[config.mk]
export PLATFORM = sky130hd
export DESIGN_NAME = vend_menu_ctrl
export DESIGN_NICKNAME = d
export VERILOG_FILES = /design/src/rtl/vmc_pkg.sv /design/src/rtl/vmc_screen_fsm.sv /design/src/rtl/vmc_item_sel.sv /design/src/rtl/vmc_credit.sv /design/src/rtl/vend_menu_ctrl.sv
export SDC_FILE = /design/constraint.sdc
export NUM_CORES = 1
export LEC_CHECK = 0
export CAP_MARGIN = 20
export CORE_MARGIN = 2
export CORE_UTILIZATION = 50
export DETAILED_ROUTE_END_ITERATION = 8
export PLACE_DENSITY = 0.78
export SETUP_SLACK_MARGIN = 0.02
export SLEW_MARGIN = 20
export SYNTH_ARGS = -nofsm -noshare
export SYNTH_HDL_FRONTEND = slang
export SYNTH_SLANG_ARGS = --single-unit
[constraint.sdc]
create_clock -name clk -period 2.4 [get_ports clk]
set_clock_uncertainty 0.1 [all_clocks]
set_input_delay 0.48 -clock clk [delete_from_list [all_inputs] [get_ports clk]]
set_output_delay 0.48 -clock clk [all_outputs]
set_load 0.1 [all_outputs]
[src/rtl/vmc_pkg.sv]
package vmc_pkg;
  typedef enum logic [2:0] {
    SCR_HOME    = 3'd0,
    SCR_SELECT  = 3'd1,
    SCR_DEPOSIT = 3'd2,
    SCR_SHORT   = 3'd3,
    SCR_VEND    = 3'd4
  } screen_e;

  // price of an item: base plus a fixed step per index
  function automatic int price_of(int idx, int base, int step);
    return base + step * idx;
  endfunction

  // add with saturation at maxv
  function automatic int sat_add(int cur, int inc, int maxv);
    int s;
    s = cur + inc;
    return (s > maxv) ? maxv : s;
  endfunction
endpackage

[src/rtl/vmc_screen_fsm.sv]
module vmc_screen_fsm
  import vmc_pkg::*;
(
  input  logic    clk,
  input  logic    rst_n,
  input  logic    home_ev,
  input  logic    step_ev,
  input  logic    credit_ok,
  output screen_e screen,
  output logic    go_home,
  output logic    enter_vend,
  output logic    vend_q
);
  screen_e nxt;

  always_comb begin
    nxt = screen;
    if (home_ev) nxt = SCR_HOME;
    else if (step_ev) begin
      case (screen)
        SCR_HOME:    nxt = SCR_SELECT;
        SCR_SELECT:  nxt = SCR_DEPOSIT;
        SCR_DEPOSIT: nxt = credit_ok ? SCR_VEND : SCR_SHORT;
        SCR_SHORT:   nxt = SCR_DEPOSIT;
        SCR_VEND:    nxt = SCR_HOME;
        default:     nxt = SCR_HOME;
      endcase
    end
  end

  assign go_home    = home_ev || (step_ev && screen == SCR_VEND);
  assign enter_vend = !home_ev && step_ev && screen == SCR_DEPOSIT && credit_ok;

  always_ff @(posedge clk or negedge rst_n) begin
    if (!rst_n) begin
      screen <= SCR_HOME;
      vend_q <= 1'b0;
    end else begin
      screen <= nxt;
      vend_q <= enter_vend;
    end
  end
endmodule

[src/rtl/vmc_item_sel.sv]
module vmc_item_sel #(
  parameter int NUM_ITEMS = 4,
  localparam int ITEM_W = $clog2(NUM_ITEMS)
) (
  input  logic              clk,
  input  logic              rst_n,
  input  logic              clear,
  input  logic              adv,
  output logic [ITEM_W-1:0] idx
);
  localparam logic [ITEM_W-1:0] LAST = ITEM_W'(NUM_ITEMS - 1);

  always_ff @(posedge clk or negedge rst_n) begin
    if (!rst_n)      idx <= '0;
    else if (clear)  idx <= '0;
    else if (adv)    idx <= (idx == LAST) ? '0 : idx + 1'b1;
  end
endmodule

[src/rtl/vmc_credit.sv]
module vmc_credit
  import vmc_pkg::*;
#(
  parameter int CREDIT_W  = 8,
  parameter int COIN_STEP = 25
) (
  input  logic                clk,
  input  logic                rst_n,
  input  logic                clear,
  input  logic                add,
  output logic [CREDIT_W-1:0] credit
);
  localparam int CMAX = (1 << CREDIT_W) - 1;

  logic [CREDIT_W-1:0] bumped;
  assign bumped = CREDIT_W'(sat_add(int'(credit), COIN_STEP, CMAX));

  always_ff @(posedge clk or negedge rst_n) begin
    if (!rst_n)     credit <= '0;
    else if (clear) credit <= '0;
    else if (add)   credit <= bumped;
  end
endmodule

[src/rtl/vend_menu_ctrl.sv]
module vend_menu_ctrl
  import vmc_pkg::*;
#(
  parameter int NUM_ITEMS  = 4,
  parameter int CREDIT_W   = 8,
  parameter int COIN_STEP  = 25,
  parameter int PRICE_BASE = 50,
  parameter int PRICE_STEP = 25,
  localparam int ITEM_W = $clog2(NUM_ITEMS)
) (
  input  logic                clk,
  input  logic                rst_n,
  input  logic                btn_home,
  input  logic                btn_step,
  input  logic                btn_pick,
  input  logic                btn_coin,
  output logic [2:0]          screen_o,
  output logic [ITEM_W-1:0]   item_o,
  output logic [CREDIT_W-1:0] credit_o,
  output logic                vend_o
);
  screen_e             screen;
  logic                go_home, enter_vend, vend_q;
  logic                pick_ev, coin_ev, credit_ok;
  logic [ITEM_W-1:0]   item;
  logic [CREDIT_W-1:0] credit;
  logic [CREDIT_W:0]   price;

  // price of the chosen item; one bit wider so it cannot truncate
  assign price     = (CREDIT_W+1)'(price_of(int'(item), PRICE_BASE, PRICE_STEP));
  assign credit_ok = {1'b0, credit} >= price;

  // buttons count only on their own screen and never alongside navigation
  assign pick_ev = btn_pick && !btn_home && !btn_step && screen == SCR_SELECT;
  assign coin_ev = btn_coin && !btn_home && !btn_step && screen == SCR_DEPOSIT;

  vmc_screen_fsm u_fsm (
    .clk(clk), .rst_n(rst_n), .home_ev(btn_home), .step_ev(btn_step),
    .credit_ok(credit_ok), .screen(screen), .go_home(go_home),
    .enter_vend(enter_vend), .vend_q(vend_q)
  );

  vmc_item_sel #(.NUM_ITEMS(NUM_ITEMS)) u_item (
    .clk(clk), .rst_n(rst_n), .clear(go_home), .adv(pick_ev), .idx(item)
  );

  vmc_credit #(.CREDIT_W(CREDIT_W), .COIN_STEP(COIN_STEP)) u_credit (
    .clk(clk), .rst_n(rst_n), .clear(go_home), .add(coin_ev), .credit(credit)
  );

  assign screen_o = screen;
  assign item_o   = item;
  assign credit_o = credit;
  assign vend_o   = vend_q;
endmodule

== Yosys cells after proc, flatten, opt, wreduce, memory -nomap -nowiden ==
Cells that the tools add are included.
Storage, ports and cells
  output and inout bits: 14
  word-level logic and storage cells: 43
  flip-flop bits (word level): 14
  input bits: 6
Cells by class
  muxes and demuxes: 10
  multipliers: 1
  order comparisons: 2
  add/sub/neg operators: 3
  reductions and logical operators: 18
  equal/unequal tests: 5
Operator list (count)
  $mux W8: 3
  $logic_and A1 B1 Y1: 10
  $add A8 B5 Y9 const B: 1
  $gt A9 B8 Y1 const B: 1
  $mux W3: 3
  $pmux W3 S3: 1
  $add A6 B7 Y8 const A: 1
  $ge A8 B8 Y1: 1
  $mul A5 B2 Y7 const A: 1
  $eq A3 B2 Y1 const B: 2
  $mux W2: 3
  $reduce_bool A2 Y1: 3
  $eq A3 B1 Y1 const B: 1
  $eq A3 B3 Y1 const B: 1
  $logic_not A3 Y1: 1
  $add A2 B1 Y2 const B: 1
  $eq A2 B2 Y1 const B: 1
  $logic_not A1 Y1: 2
  $reduce_or A2 Y1: 1
  $logic_or A1 B1 Y1: 1

== Logic depth before layout (Yosys ltp) ==
  word-level depth: 7
  mapped depth: 8
  depth with buffers taken out: 8

== Modules after synthesis ==
Synthesis repeated with hierarchy kept, for this count alone.
Unflattened totals
  cells, all modules: 104
  area total of the unflattened synthesis: 1057.3 µm²
By module, submodules not included
  vmc_credit: seq. area each 200.2 µm², instances 1, area each 489.2 µm², cells each 50
  vend_menu_ctrl: seq. area each 0.0 µm², instances 1, area each 257.7 µm², cells each 29
  vmc_screen_fsm: seq. area each 100.1 µm², instances 1, area each 210.2 µm², cells each 17
  vmc_item_sel: seq. area each 50.0 µm², instances 1, area each 100.1 µm², cells each 8

== Least setup slack after synthesis ==
Ideal clock, no wire load.
  kind: register to register
  start: reg u_item.idx[1]
  end: reg u_fsm.screen[2]
  stages on the path, launching flop included: 9
  clock period less this slack: 2.556 ns
  path buffers: 0
  setup slack: -0.156 ns
  data arrival time: 2.314 ns
  library setup time: 0.142 ns
  data required time: 2.158 ns
  cells stage by stage: dfrtp_1 > inv_1 > ha_1 > nand2_1 > ha_1 > a21oi_1 > o21ai_0 > a41oi_1 > o32ai_1
On the way
  cells in the longest elaborated chain, start to end: 7
Ends and longest elaborated chain
  from (decl): line vmc_item_sel.sv:9  | output logic [ITEM_W-1:0] idx
  from (signal assigned): line vmc_item_sel.sv:16  | else if (adv) idx <= (idx == LAST) ? '0 : idx + 1'b1;
  $mul A5 B2 Y7: line vmc_pkg.sv:12  | return base + step * idx;
  $add A6 B7 Y8: line vmc_pkg.sv:12
  $ge A8 B8 Y1: line vend_menu_ctrl.sv:31  | assign credit_ok = {1'b0, credit} >= price;
  $mux W3: line vmc_screen_fsm.sv:23  | SCR_DEPOSIT: nxt = credit_ok ? SCR_VEND : SCR_SHORT;
  $pmux W3 S3: line vmc_screen_fsm.sv:20  | case (screen)
  $mux W3: line vmc_screen_fsm.sv:19  | else if (step_ev) begin
  $mux W3: line vmc_screen_fsm.sv:18  | if (home_ev) nxt = SCR_HOME;
  to (signal assigned): line vmc_screen_fsm.sv:39  | screen <= nxt;
  to (decl): line vmc_screen_fsm.sv:9  | output screen_e screen,
Every way passes these cells. The select of a mux whose other input is x is not followed.
A chain may end at the register's enable or synchronous reset.

== Worst setup path after layout ==
Same ends and word-level chain as after synthesis.

==> out/qor.csv <==
metric,value,unit
Fmax,467,MHz
GPL Wtd Cong,0.818,
"Largest delay share family, worst path",compound AO/OA/AOI/OAI gates,
Main synth FF type,dfrtp_1,
Setup Viol. Count Final,0,
largest net degree at the start of global routing,15,
WP data required,2.44,ns
cell taking the most area after synthesis,dfrtp_1,
clock sink count,14,
RSZ-0062 raised after global routing,false,
Worst Hold Class,input port to asynchronous set/reset pin,
initial antenna violation count,0,
most frequent CP cell,ha_1,
crit-path cells,inv_1 > ha_1 > nand2_1 > ha_1 > a21oi_1 > o21ai_0 > a41oi_1 > o32ai_1,
wire length per cell,13.4,um
grt ovf,0,
Crit Path Max Fanout,6,
share of the synthesized area in the top cell type,34.5,%
Seq cells post-synth,14,
Row Count,16,
Final nets,151,
Post-Route Utilization,63.5,%
Crit. End Element,register,
syn avg cell area,9.50,um2
Fin Setup TNS,0,ns
Final ANT Viol Nets,0,
Antenna Cells,0,
1st-pass router iterations,4,
CTS tree,yes,
mapped cell area,0.00102,mm2
Worst VDD drop,0.000254,V
Synth area leaders,"dfrtp_1 34%, ha_1 17%, nand2_1 4.1%",
Fin. Hold Viols,0,
max capacitance violation total,0,
"EDFF count, synth",0,
Die Footprint,0.00241,mm2
Critical Path AT,2.19,ns
hpwl dp,1560,um
clk root buf,clkbuf_4,
min cycle time layout,2.14,ns
Vias,882,
"Distinct cells, synth",35,
worst skew pair latency,0.28,ns
Synth Net Count,127,
status,completed,
ratio of routed vias to standard cells,5.62,
GRT Util Overall,19.9,%
# IOs,20,
P&R area growth vs syn,21.4,%
CTS Buf Count,3,
yosys warns,0,
adder-cell share of the synthesized area,17.2,%
post-synthesis sequential area ratio,34.5,%
CTS HTree Levels,1,
number of remaining DRC errors,0,
Buf/Inv on CP,1,
Core Region,0.00194,mm2
max-slew violations,0,
PnR Total Power,0.511,mW
Leak,0.603,nW
clk buf depth,2,
"Worst Path Class, Setup",register to register,
Die X,49.1,um
Vert. Die Dim,49.1,um
# hold bufs at CTS,0,
Initial Utilization,52.3,%
PwrDens,414,mW/mm2
number of global-route vias before repair,824,
crit start category,register,
"slowest stage cell, crit path",dfrtp_2,
Slew @ Worst Pin,0.657,ns
Post-synth top cells,"14 x dfrtp_1, 14 x ha_1, 11 x nand2_1",
Post-Route WL,2100,um
"CTS clk-pin slew, worst paths",0.09,ns
Post-synth ARST share,100,%
simple-gate share of the synthesized area,22.0,%
layout cells sized above 1,20.0,%
XOR/XNOR Fraction of Synth Area,0,%
post-CTS setup buffer count,0,
mux contribution to synthesized area,0.985,%
first-pass GRT wire length,3780,um
Syn Inst Count,107,
period utilization,89.3,%
Max transition margin,56.0,%
Detailed Route Iter0 Violations,7,
# resized after CTS,0,
Compound-Gate Fraction of Synth Area,22.3,%
PortBufs,19,
largest family of logic cells by synthesized area,compound AO/OA/AOI/OAI gates,
critical path's largest stage delay,0.45,ns
==> worst register-to-register path, cell delays in order, from the launching register on <==
cell     delay (ns)
dfrtp_2        0.45
inv_1          0.14
ha_1           0.17
nand2_1        0.06
ha_1           0.29
a21oi_1        0.14
o21ai_0        0.10
a41oi_1        0.38
o32ai_1        0.17
==> where the power goes <==
part | leakage, nW | internal, mW | switching, mW
sequential | 0.190 | 0.241 | 0.0108
clock | 0.0150 | 0.0645 | 0.0799
combinational | 0.398 | 0.0371 | 0.0777
total | 0.603 | 0.343 | 0.168
==> final cells by class <==
cell class,count,area (um2)
sequential,14,353
clock buffer,4,26.3
timing repair buffer,20,163
tap,27,33.8
fill,172,708
multi-input combinational,86,636
inverter,6,22.5
==> layer usage <==
layer | GRT usage (%) | routed length [um]
met5 | 0 | 0
met4 | 4.29 | 17
met3 | 3.68 | 94
met2 | 30.2 | 928
met1 | 29.3 | 1060
==> flip-flops by register name (all words and copies together), names as in the netlist <==
signal,flops
u_fsm.screen,3
u_fsm.vend_q,1
u_item.idx,2
u_credit.credit,8
==> worst paths after layout <==
path | cells past startpoint | endpoint | slack, ns | startpoint
max in group asynchronous | 1 | u_item.idx[1]$_DFFE_PN0P_ | 1.25 | rst_n
worst max register to register | 8 | u_fsm.screen[2]$_DFFE_PN0P_ | 0.26 | u_item.idx[1]$_DFFE_PN0P_
worst min-delay path | 1 | u_fsm.screen[0]$_DFFE_PN0P_ | 0.49 | rst_n
min in group clk | 2 | u_credit.credit[7]$_DFFE_PN0P_ | 0.51 | u_credit.credit[7]$_DFFE_PN0P_
worst min register to register | 2 | u_credit.credit[7]$_DFFE_PN0P_ | 0.51 | u_credit.credit[7]$_DFFE_PN0P_
worst max-delay path | 8 | u_fsm.screen[2]$_DFFE_PN0P_ | 0.26 | u_item.idx[1]$_DFFE_PN0P_
==> kinds of logic after synthesis <==
logic type / after synthesis
buf+inv: 7
flops: 14
mux: 1
fa+ha+maj: 14
simple gates: 41
compound gates: 30
==> metrics by stage <==
| step | setup slack, ns | instance area, um2 | hold slack, ns | instances |
|---|---|---|---|---|
| 2_1_floorplan | 0.0383 | 1020 | 0.0844 | 107 |
| 5_1_grt | 0.0957 | 1230 | 0.550 | 157 |
| 3_3_place_gp | 0.206 | 1210 | 0.483 | 153 |
| 3_5_place_dp | 0.145 | 1210 | 0.492 | 153 |
| 4_1_cts | 0.274 | 1230 | 0.511 | 157 |
| 6_report | 0.257 | 1230 | 0.492 | 157 |
==> cells in the final DEF (no fill, tap or decap), types with 2 or more instances in the layout <==
| cell | synthesis | layout |
|---|---|---|
| a21o_1 | 2 | 2 |
| a21oi_1 | 8 | 8 |
| a22o_1 | 4 | 4 |
| and3_1 | 2 | 2 |
| buf_4 | 1 | 15 |
| clkbuf_4 | 0 | 3 |
| clkdlybuf4s50_1 | 0 | 5 |
| dfrtp_1 | 14 | 12 |
| dfrtp_2 | 0 | 2 |
| ha_1 | 14 | 14 |
| inv_1 | 6 | 6 |
| nand2_1 | 11 | 11 |
| nand2b_1 | 2 | 2 |
| nand3_1 | 2 | 2 |
| nor2_1 | 10 | 10 |
| nor2b_1 | 3 | 3 |
| o21ai_0 | 5 | 5 |
| or2_2 | 2 | 2 |
| or3_1 | 2 | 2 |
Power figures use the tool's default switching activity.
